## src/rtl/uart_fc_pkg.sv

```systemverilog
package uart_fc_pkg;
  localparam int unsigned DATA_MAX = 9;
  localparam int unsigned IDX_W    = $clog2(DATA_MAX);
  localparam int unsigned OVS      = 16;
  localparam int unsigned OVS_W    = $clog2(OVS);

  typedef enum logic [1:0] {
    PAR_NONE = 2'd0,
    PAR_EVEN = 2'd1,
    PAR_ODD  = 2'd2,
    PAR_RSVD = 2'd3
  } parity_e;

  typedef enum logic [2:0] {
    FR_IDLE,
    FR_START,
    FR_DATA,
    FR_PAR,
    FR_STOP
  } frame_st_e;

  function automatic logic par_on(input parity_e p);
    return (p == PAR_EVEN) || (p == PAR_ODD);
  endfunction

  function automatic logic [DATA_MAX-1:0] data_mask(input logic nine);
    logic [DATA_MAX-1:0] m;
    m = '1;
    if (!nine) m[DATA_MAX-1] = 1'b0;
    return m;
  endfunction

  function automatic logic par_calc(input logic [DATA_MAX-1:0] d, input logic nine,
                                    input parity_e p);
    return (^(d & data_mask(nine))) ^ (p == PAR_ODD);
  endfunction

  function automatic logic [IDX_W-1:0] last_idx(input logic nine);
    return nine ? IDX_W'(DATA_MAX - 1) : IDX_W'(DATA_MAX - 2);
  endfunction
endpackage

```

## src/rtl/uart_fc_sync.sv

```systemverilog
module uart_fc_sync #(
  parameter int unsigned STAGES  = 2,
  parameter logic        RST_VAL = 1'b1
) (
  input  logic clk_i,
  input  logic rst_ni,
  input  logic d_i,
  output logic q_o
);
  logic [STAGES-1:0] q;

  always_ff @(posedge clk_i or negedge rst_ni) begin
    if (!rst_ni) q <= {STAGES{RST_VAL}};
    else         q <= {q[STAGES-2:0], d_i};
  end

  assign q_o = q[STAGES-1];
endmodule

```

## src/rtl/uart_fc_baud.sv

```systemverilog
module uart_fc_baud #(
  parameter int unsigned DIV_W = 16
) (
  input  logic             clk_i,
  input  logic             rst_ni,
  input  logic [DIV_W-1:0] div_i,
  output logic             tick_o
);
  logic [DIV_W-1:0] cnt;

  assign tick_o = (cnt == div_i);

  always_ff @(posedge clk_i or negedge rst_ni) begin
    if (!rst_ni)     cnt <= '0;
    else if (tick_o) cnt <= '0;
    else             cnt <= cnt + 1'b1;
  end
endmodule

```

## src/rtl/uart_fc_tx.sv

```systemverilog
module uart_fc_tx
  import uart_fc_pkg::*;
(
  input  logic                clk_i,
  input  logic                rst_ni,
  input  logic                tick_i,
  input  logic                nine_bit_i,
  input  parity_e             parity_i,
  input  logic                cts_en_i,
  input  logic                cts_sync_i,
  input  logic [DATA_MAX-1:0] data_i,
  input  logic                valid_i,
  output logic                ready_o,
  output logic                txd_o
);
  localparam logic [OVS_W-1:0] TC_LAST = OVS_W'(OVS - 1);

  frame_st_e           st;
  logic [OVS_W-1:0]    tcnt;
  logic [IDX_W-1:0]    idx;
  logic [DATA_MAX-1:0] sh;
  logic                pbit;
  logic                accept;

  // CTS is consulted only at the idle-to-start decision
  assign ready_o = (st == FR_IDLE) && (!cts_en_i || !cts_sync_i);
  assign accept  = valid_i && ready_o;

  always_ff @(posedge clk_i or negedge rst_ni) begin
    if (!rst_ni) begin
      st   <= FR_IDLE;
      tcnt <= '0;
      idx  <= '0;
      sh   <= '0;
      pbit <= 1'b0;
    end else if (accept) begin
      st   <= FR_START;
      tcnt <= '0;
      idx  <= '0;
      sh   <= data_i;
      pbit <= par_calc(data_i, nine_bit_i, parity_i);
    end else if (tick_i && st != FR_IDLE) begin
      tcnt <= tcnt + 1'b1;
      if (tcnt == TC_LAST) begin
        unique case (st)
          FR_START: st <= FR_DATA;
          FR_DATA: begin
            if (idx == last_idx(nine_bit_i)) st <= par_on(parity_i) ? FR_PAR : FR_STOP;
            else idx <= idx + 1'b1;
          end
          FR_PAR:  st <= FR_STOP;
          FR_STOP: st <= FR_IDLE;
          default: st <= FR_IDLE;
        endcase
      end
    end
  end

  always_comb begin
    unique case (st)
      FR_START: txd_o = 1'b0;
      FR_DATA:  txd_o = sh[idx];
      FR_PAR:   txd_o = pbit;
      default:  txd_o = 1'b1;
    endcase
  end
endmodule

```

## src/rtl/uart_fc_rx.sv

```systemverilog
module uart_fc_rx
  import uart_fc_pkg::*;
(
  input  logic                clk_i,
  input  logic                rst_ni,
  input  logic                tick_i,
  input  logic                rxd_s_i,
  input  logic                nine_bit_i,
  input  parity_e             parity_i,
  input  logic                read_i,
  output logic [DATA_MAX-1:0] data_o,
  output logic                valid_o,
  output logic                perr_o,
  output logic                ferr_o,
  output logic                overrun_o
);
  localparam logic [OVS_W-1:0] TC_LAST = OVS_W'(OVS - 1);
  localparam logic [OVS_W-1:0] TC_MID  = OVS_W'(OVS / 2 - 1);

  frame_st_e           st;
  logic [OVS_W-1:0]    tcnt;
  logic [IDX_W-1:0]    idx;
  logic [DATA_MAX-1:0] sh;
  logic                pbit;
  logic                done_q;
  logic                stop_q;
  logic                par_en_q;

  always_ff @(posedge clk_i or negedge rst_ni) begin
    if (!rst_ni) begin
      st       <= FR_IDLE;
      tcnt     <= '0;
      idx      <= '0;
      sh       <= '0;
      pbit     <= 1'b0;
      done_q   <= 1'b0;
      stop_q   <= 1'b1;
      par_en_q <= 1'b0;
    end else begin
      done_q <= 1'b0;
      if (st == FR_IDLE) begin
        if (!rxd_s_i) begin
          st   <= FR_START;
          tcnt <= '0;
        end
      end else if (tick_i) begin
        tcnt <= tcnt + 1'b1;
        unique case (st)
          FR_START: begin
            if (tcnt == TC_MID) begin
              tcnt <= '0;
              idx  <= '0;
              sh   <= '0;
              st   <= rxd_s_i ? FR_IDLE : FR_DATA;
            end
          end
          FR_DATA: begin
            if (tcnt == TC_LAST) begin
              sh[idx] <= rxd_s_i;
              if (idx == last_idx(nine_bit_i)) st <= par_on(parity_i) ? FR_PAR : FR_STOP;
              else idx <= idx + 1'b1;
            end
          end
          FR_PAR: begin
            if (tcnt == TC_LAST) begin
              pbit <= rxd_s_i;
              st   <= FR_STOP;
            end
          end
          FR_STOP: begin
            if (tcnt == TC_LAST) begin
              stop_q   <= rxd_s_i;
              done_q   <= 1'b1;
              par_en_q <= par_on(parity_i);
              st       <= FR_IDLE;
            end
          end
          default: st <= FR_IDLE;
        endcase
      end
    end
  end

  // single holding register; a read in the same cycle frees it for the new character
  always_ff @(posedge clk_i or negedge rst_ni) begin
    if (!rst_ni) begin
      valid_o   <= 1'b0;
      data_o    <= '0;
      perr_o    <= 1'b0;
      ferr_o    <= 1'b0;
      overrun_o <= 1'b0;
    end else begin
      if (read_i && valid_o) valid_o <= 1'b0;
      if (done_q) begin
        if (valid_o && !read_i) begin
          overrun_o <= 1'b1;
        end else begin
          valid_o <= 1'b1;
          data_o  <= sh & data_mask(nine_bit_i);
          perr_o  <= par_en_q && (pbit != par_calc(sh, nine_bit_i, parity_i));
          ferr_o  <= !stop_q;
        end
      end
    end
  end
endmodule

```

## src/rtl/uart_fc.sv

```systemverilog
module uart_fc
  import uart_fc_pkg::*;
#(
  parameter int unsigned DIV_W  = 16,
  parameter int unsigned SYNC_N = 2
) (
  input  logic                clk_i,
  input  logic                rst_ni,
  input  logic [DIV_W-1:0]    baud_div_i,
  input  logic                nine_bit_i,
  input  logic [1:0]          parity_i,
  input  logic                rts_en_i,
  input  logic                cts_en_i,
  input  logic [DATA_MAX-1:0] tx_data_i,
  input  logic                tx_valid_i,
  output logic                tx_ready_o,
  output logic                txd_o,
  input  logic                cts_ni,
  input  logic                rxd_i,
  output logic [DATA_MAX-1:0] rx_data_o,
  output logic                rx_valid_o,
  input  logic                rx_read_i,
  output logic                rx_perr_o,
  output logic                rx_ferr_o,
  output logic                rx_overrun_o,
  output logic                rts_no
);
  logic    tick;
  logic    cts_s;
  logic    rxd_s;
  parity_e par_mode;

  assign par_mode = parity_e'(parity_i);

  uart_fc_baud #(.DIV_W(DIV_W)) u_baud (
    .clk_i  (clk_i),
    .rst_ni (rst_ni),
    .div_i  (baud_div_i),
    .tick_o (tick)
  );

  uart_fc_sync #(.STAGES(SYNC_N), .RST_VAL(1'b1)) u_cts_sync (
    .clk_i  (clk_i),
    .rst_ni (rst_ni),
    .d_i    (cts_ni),
    .q_o    (cts_s)
  );

  uart_fc_sync #(.STAGES(SYNC_N), .RST_VAL(1'b1)) u_rxd_sync (
    .clk_i  (clk_i),
    .rst_ni (rst_ni),
    .d_i    (rxd_i),
    .q_o    (rxd_s)
  );

  uart_fc_tx u_tx (
    .clk_i      (clk_i),
    .rst_ni     (rst_ni),
    .tick_i     (tick),
    .nine_bit_i (nine_bit_i),
    .parity_i   (par_mode),
    .cts_en_i   (cts_en_i),
    .cts_sync_i (cts_s),
    .data_i     (tx_data_i),
    .valid_i    (tx_valid_i),
    .ready_o    (tx_ready_o),
    .txd_o      (txd_o)
  );

  uart_fc_rx u_rx (
    .clk_i      (clk_i),
    .rst_ni     (rst_ni),
    .tick_i     (tick),
    .rxd_s_i    (rxd_s),
    .nine_bit_i (nine_bit_i),
    .parity_i   (par_mode),
    .read_i     (rx_read_i),
    .data_o     (rx_data_o),
    .valid_o    (rx_valid_o),
    .perr_o     (rx_perr_o),
    .ferr_o     (rx_ferr_o),
    .overrun_o  (rx_overrun_o)
  );

  // peer is throttled straight from holding-register occupancy
  assign rts_no = rts_en_i & rx_valid_o;
endmodule

```

## config.mk

```make
export PLATFORM = sky130hd
export DESIGN_NAME = uart_fc
export DESIGN_NICKNAME = d
export VERILOG_FILES = /design/src/rtl/uart_fc_pkg.sv /design/src/rtl/uart_fc_sync.sv /design/src/rtl/uart_fc_baud.sv /design/src/rtl/uart_fc_tx.sv /design/src/rtl/uart_fc_rx.sv /design/src/rtl/uart_fc.sv
export SDC_FILE = /design/constraint.sdc
export NUM_CORES = 1
export LEC_CHECK = 0
export BUFFER_PORTS_ARGS = -buffer_cell sky130_fd_sc_hd__buf_2
export CORE_MARGIN = 8
export CORE_UTILIZATION = 63
export CTS_CLUSTER_DIAMETER = 200
export DETAILED_ROUTE_END_ITERATION = 8
export GPL_ROUTABILITY_DRIVEN = 1
export PLACE_DENSITY = 0.89
export SLEW_MARGIN = 0
export SYNTH_ARGS = -nofsm -noshare
export SYNTH_HDL_FRONTEND = slang
export SYNTH_SLANG_ARGS = --single-unit
```

## constraint.sdc

```tcl
create_clock -name clk_i -period 3.1 [get_ports clk_i]
set_input_delay 0.31 -clock clk_i [delete_from_list [all_inputs] [get_ports clk_i]]
set_output_delay 0.31 -clock clk_i [all_outputs]
set_load 0.05 [all_outputs]
```

### Yosys cells after proc, flatten, opt, wreduce, memory -nomap -nowiden

Cells that the tools add are included.

| word-level totals | value |
|---|---|
| flip-flop bits (word level) | 78 |
| logic and storage cells | 150 |

| operators by class | value |
|---|---|
| add/subtract/negate cells | 5 |
| order comparisons | 3 |
| eq/ne operators | 27 |
| multiplexer cells | 54 |
| bitwise operators | 7 |
| reductions and logical operators | 33 |

Operator list:

| operator | number |
|---|---|
| 4-bit two-way mux | 16 |
| 3-bit two-way mux | 13 |
| 9-bit bitwise AND | 2 |
| 9-bit two-way mux | 2 |
| 3-bit by 1-bit != test with 1-bit output, second input constant | 6 |
| 9-bit one-hot mux with 2 select lines | 1 |
| 9-bit parity | 2 |
| 16-bit by 1-bit adder with 16-bit output, second input constant | 1 |
| 4-bit by 1-bit adder with 4-bit output, second input constant | 4 |
| 16-bit == test | 1 |
| 16-bit two-way mux | 1 |
| 1-bit two-way mux | 13 |
| 3-bit by 2-bit == test with 1-bit output, second input constant | 4 |
| 3-bit one-hot mux with 4 select lines | 1 |
| 4-bit AND reduction | 3 |
| 4-bit by 5-bit < comparator with 1-bit output, second input constant | 2 |
| 2-bit nonzero test | 5 |
| 9-bit bitwise mux | 1 |
| 3-bit one-hot mux with 3 select lines | 1 |
| 4-bit == test | 2 |
| 4-bit == test, second input constant | 2 |
| 4-bit one-hot mux with 2 select lines | 1 |
| 1-bit logical AND | 7 |
| 7-bit AND reduction | 1 |
| other kinds (24) | 37 |

### Logic depth before layout (Yosys ltp)

| depth | value |
|---|---|
| depth after elaboration | 9 |
| mapped depth | 7 |
| mapped depth without buffers | 7 |

### Modules after synthesis

A second synthesis with hierarchy kept.

| unflattened totals | value |
|---|---|
| cells, all modules | 413 |
| area total of the unflattened synthesis | 4,351.7 um^2 |

By module, submodules not included:

| module | instances | cells each | area an instance (um^2) | sequential area each (um^2) |
|---|---|---|---|---|
| uart_fc_rx | 1 | 189 | 2,102.0 | 927.1 |
| uart_fc_tx | 1 | 121 | 1,191.1 | 525.5 |
| uart_fc_baud | 1 | 98 | 947.2 | 400.4 |
| uart_fc_sync | 2 | 2 | 52.6 | 52.6 |
| uart_fc | 1 | 1 | 6.3 | 0.0 |

### Worst setup path before layout

No wires, ideal clock.

| timing path | value |
|---|---|
| path type | register to register |
| from | register u_tx.st[1] |
| to | register u_tx.sh[1] |
| library setup time | 117 ps |
| arrival | 2,523 ps |
| required time | 2,983 ps |
| slack | 460 ps |
| stages on the path, launching flop included | 7 |
| buffers on the path | 2 |
| clock period less this slack | 2,640 ps |
| path through | dfrtp_1 -> clkbuf_1 -> a2111oi_2 -> nand2_1 -> clkbuf_1 -> nand2_1 -> nand2_1 |

| on the way | value |
|---|---|
| longest elaborated chain between the ends | 3 |

RTL lines:

| what | line | text |
|---|---|---|
| start: declaration | uart_fc_tx.sv:18 | `frame_st_e st;` |
| start signal: assignment | uart_fc_tx.sv:48 | `if (idx == last_idx(nine_bit_i)) st <= par_on(parity_i) ? FR_PAR : FR_STOP;` |
| 3-bit zero test | uart_fc_tx.sv:26 | `assign ready_o = (st == FR_IDLE) && (!cts_en_i \|\| !cts_sync_i);` |
| 1-bit logical AND | uart_fc_tx.sv:26 |  |
| net tx_ready_o | uart_fc.sv:16 | `output logic tx_ready_o,` |
| 1-bit logical AND | uart_fc_tx.sv:27 | `assign accept = valid_i && ready_o;` |
| end signal: assignment | uart_fc_tx.sv:40 | `sh <= data_i;` |
| end: declaration | uart_fc_tx.sv:21 | `logic [DATA_MAX-1:0] sh;` |

The timed path passes the listed nets, and every way through them passes these cells.
A chain may end at the register's enable or synchronous reset.

### Worst setup path in the final report

| timing path | value |
|---|---|
| from | register u_tx.idx[0] |
| to | output port txd_o |

| on the way | value |
|---|---|
| longest elaborated chain between the ends | 3 |

RTL lines:

| what | line | text |
|---|---|---|
| start: declaration | uart_fc_tx.sv:20 | `logic [IDX_W-1:0] idx;` |
| start signal: assignment | uart_fc_tx.sv:49 | `else idx <= idx + 1'b1;` |
| 1-bit binary-select mux with 4-bit select | uart_fc_tx.sv:62 | `FR_DATA: txd_o = sh[idx];` |
| 1-bit two-way mux (implied by the code) | uart_fc_tx.sv:62 |  |
| 1-bit one-hot mux with 3 select lines | uart_fc_tx.sv:60 | `unique case (st)` |
| end: declaration | uart_fc.sv:17 | `output logic txd_o,` |

Every way passes these cells. The select of a mux whose other input is x is not followed.

==> results.cfg <==
[synth]
yosys.area.top_type = dfrtp_1
ys_seq_elements = 78
synth_fp_nets = 471
netlist.area_leader.share = 0.4299
async_reset_ff_frac = 1.000
syn_avg_cell_area_sq_um = 9.974
synth_edf_count = 0
yosysSeqAreaShare = 0.4608
synth_cells = 426
synthTopCellsByArea = dfrtp_1 43%, nand2_1 5.1%, xor2_1 4.9%
yosys_warnings = 0
synthFlopType = dfrtp_1
synth_cell_types = 60
mappedNetlistArea_sq_mm = 0.004249

[route]
drt-initial-drc-count = 184
route.detailed.drc = 0
avgRoutedWirePerCell_um = 16.32
ant_nets = 0
drt-total-wl_um = 9006
routed_via_density = 6.098
first_pass_iters = 4
vias = 3366

[timing]
fin_setup_tns_ps = 0
setup_viol = 0
clock.fmax_mhz = 423.5
maxSlewViolCount = 0
min_period_ps = 2362
relSlewSlack = 0.3655
hold_violations = 0
rsz0062_at_grt = no
skew_ps = 9.912
fin_crit_sh = 0.7618
worst_pin_slew_ps = 951.7

[flow_run]
cap_violations = 0

[power_and_ir_drop]
pwr_density_cell_mw_per_mm2 = 467.9
p_leak_nw = 2.142
vdd_drop_max_mv = 0.3761

[setup_path]
timing.rr.end = u_tx.tcnt[2]
end_kind = output pin
worstSetupPathType = reg2out
slowest_stage = mux4_2
r2r-start = u_baud.cnt[10]
critPathMaxFanout = 7
path_cells = mux4_2 > mux2i_1 > o211a_1 > o21ai_0 > buf_2
worstPathArrival_ps = 2050
rrSetupSlack_ps = 840
cpPeakStageDelay_ps = 550
startpoint_type = register
critPathBufInv = 1
cpLargestDelayFamily = multiplexers
crit_required_ps = 2790
r2r_cells = 6

[clock_network]
cts_tree = yes
cts_resized = 0
cts-buffers-inserted = 9
h-tree-depth = 3
root_buffer = clkbuf_8
ctsHoldBuffers = 0
postCtsSetupRepairBufs = 0
clk_latency_ps = 360
path_clk_slew_ps = 70
cts_sinks = 78
clock_path_buffers = 2

[worst_hold_path]
hp-start = cts_ni
hp-class = in2reg
worstHoldPathCells = 1
hold_end = u_cts_sync.q[0]

[global_routing]
antenna_found_initial = 0
grt_max_degree = 79
gr-usage-all-layers = 0.1992
grt_pass1_wl_um = 15800
grt_pass1_vias = 3516
gr-total-overflow = 0

[cells_and_area]
syn_to_final_growth_pct = 10.31
antennaDiodeCount = 0
fin_nets = 514
fin_cells = 552
drive_above_1_share = 0.1907

[outcome]
outcome = completed

[place]
dp.cells = 538
numPortBuffers = 51
place_congestion = 0.8612
post-dp-hpwl_um = 6427

[floorplanning]
rows = 30
die_area_sq_mm = 0.009629
die_h_um = 98.13
ioPinCount = 52
die_x_um = 98.13
core_area_sq_mm = 0.006644
initial_core_util = 0.6395
==> synth_stat cells, types with 2 or more instances <==
cell	number
and4_1	4
nand2b_1	6
o31ai_1	15
mux2_2	8
nor2b_1	5
or3_1	9
o21ai_0	13
a31oi_1	2
mux4_2	2
nand2_1	58
clkbuf_1	11
mux2i_1	8
a211oi_1	2
nor2_1	20
xor2_1	24
o311ai_1	2
dfrtp_1	73
o211ai_1	2
o41ai_1	3
nand4_1	12
inv_1	14
buf_2	6
xnor2_1	21
nand3_1	14
o41ai_2	2
dfstp_2	5
mux2_1	3
a21oi_1	18
nor4_2	4
buf_6	2
o21ai_1	13
and3_1	3
and2_1	3
ha_1	9
nor3_1	5
==> through the flow <==
stage	area, sq um	hold slack (ps)	setup WS, ps	utilization	total power, mW
floorplan	4249	14.41	460.4	-	1.387
global placement	4517	346.1	994.4	0.6798	1.472
detailed placement	4517	347.6	923.0	0.6798	1.492
CTS	4687	45.26	736.5	0.7055	2.194
global route	4687	31.73	583.0	0.7055	2.288
finish	4687	49.46	738.5	0.7055	2.193
==> layout make-up <==
| class | instances | area (sq um) |
|---|---|---|
| multi-input combinational | 313 | 2133 |
| sequential | 78 | 1958 |
| fill | 486 | 1957 |
| timing repair buffer | 53 | 272.8 |
| clock buffer | 12 | 135.1 |
| tap | 80 | 100.1 |
| inverter | 14 | 52.55 |
| clock inverter | 2 | 35.03 |
==> report_power, final <==
group / internal [mW] / leakage (nW) / switching (mW)
Sequential: 1.10 / 1.02 / 0.0803
Combinational: 0.125 / 1.04 / 0.170
Clock: 0.363 / 0.0863 / 0.352
Total: 1.59 / 2.14 / 0.603
==> registers in the layout (all words and copies together), names as in the netlist, 2 cells and up <==
| signal | flops |
|---|---|
| u_rx.idx | 4 |
| u_rx.data_o | 9 |
| u_baud.cnt | 16 |
| u_tx.idx | 4 |
| u_rx.sh | 9 |
| u_cts_sync.q | 2 |
| u_rxd_sync.q | 2 |
| u_tx.st | 3 |
| u_rx.tcnt | 4 |
| u_tx.tcnt | 4 |
| u_tx.sh | 9 |
| u_rx.st | 3 |
==> cell usage in the layout (no fill, tap or decap), types with 13 or more instances in the layout <==
cell,count
a21oi_1,18
buf_2,50
dfrtp_1,73
inv_1,14
nand2_1,58
nand3_1,14
nor2_1,20
o21ai_0,13
o21ai_1,13
o31ai_1,15
xnor2_1,21
xor2_1,24
==> worst max-delay path by stage <==
stage                               from  slack, ps      endpoint  cells past startpoint
after floorplan               u_tx.st[1]        460    u_tx.sh[1]                      6
after CTS                    u_tx.idx[0]        740         txd_o                      5
after global routing         u_tx.idx[0]        580         txd_o                      5
after global placement    baud_div_i[10]        990  u_tx.tcnt[2]                      7
after detailed placement  baud_div_i[10]        920  u_tx.tcnt[2]                      7
final                        u_tx.idx[0]        740         txd_o                      5
==> layer usage <==
metal / GRT usage / vias to the layer above / share of wire
met5: 0 / - / 0
met4: 0.05995 / 0 / 0.015
met3: 0.06046 / 15 / 0.061
met2: 0.3446 / 108 / 0.51
met1: 0.2311 / 1653 / 0.41
li1: - / 1590 / -
==> cell families after synthesis <==
family                     share of synthesized area
AOI/OAI and AO/OA                             0.1428
xor gates and xnor gates                     0.09276
adders and majority gates                    0.02650
buffers and inverters                        0.03710
DFF                                           0.4608
muxes                                        0.05860
and+or+nand+nor                               0.1814
Power figures use the tool's default switching activity.
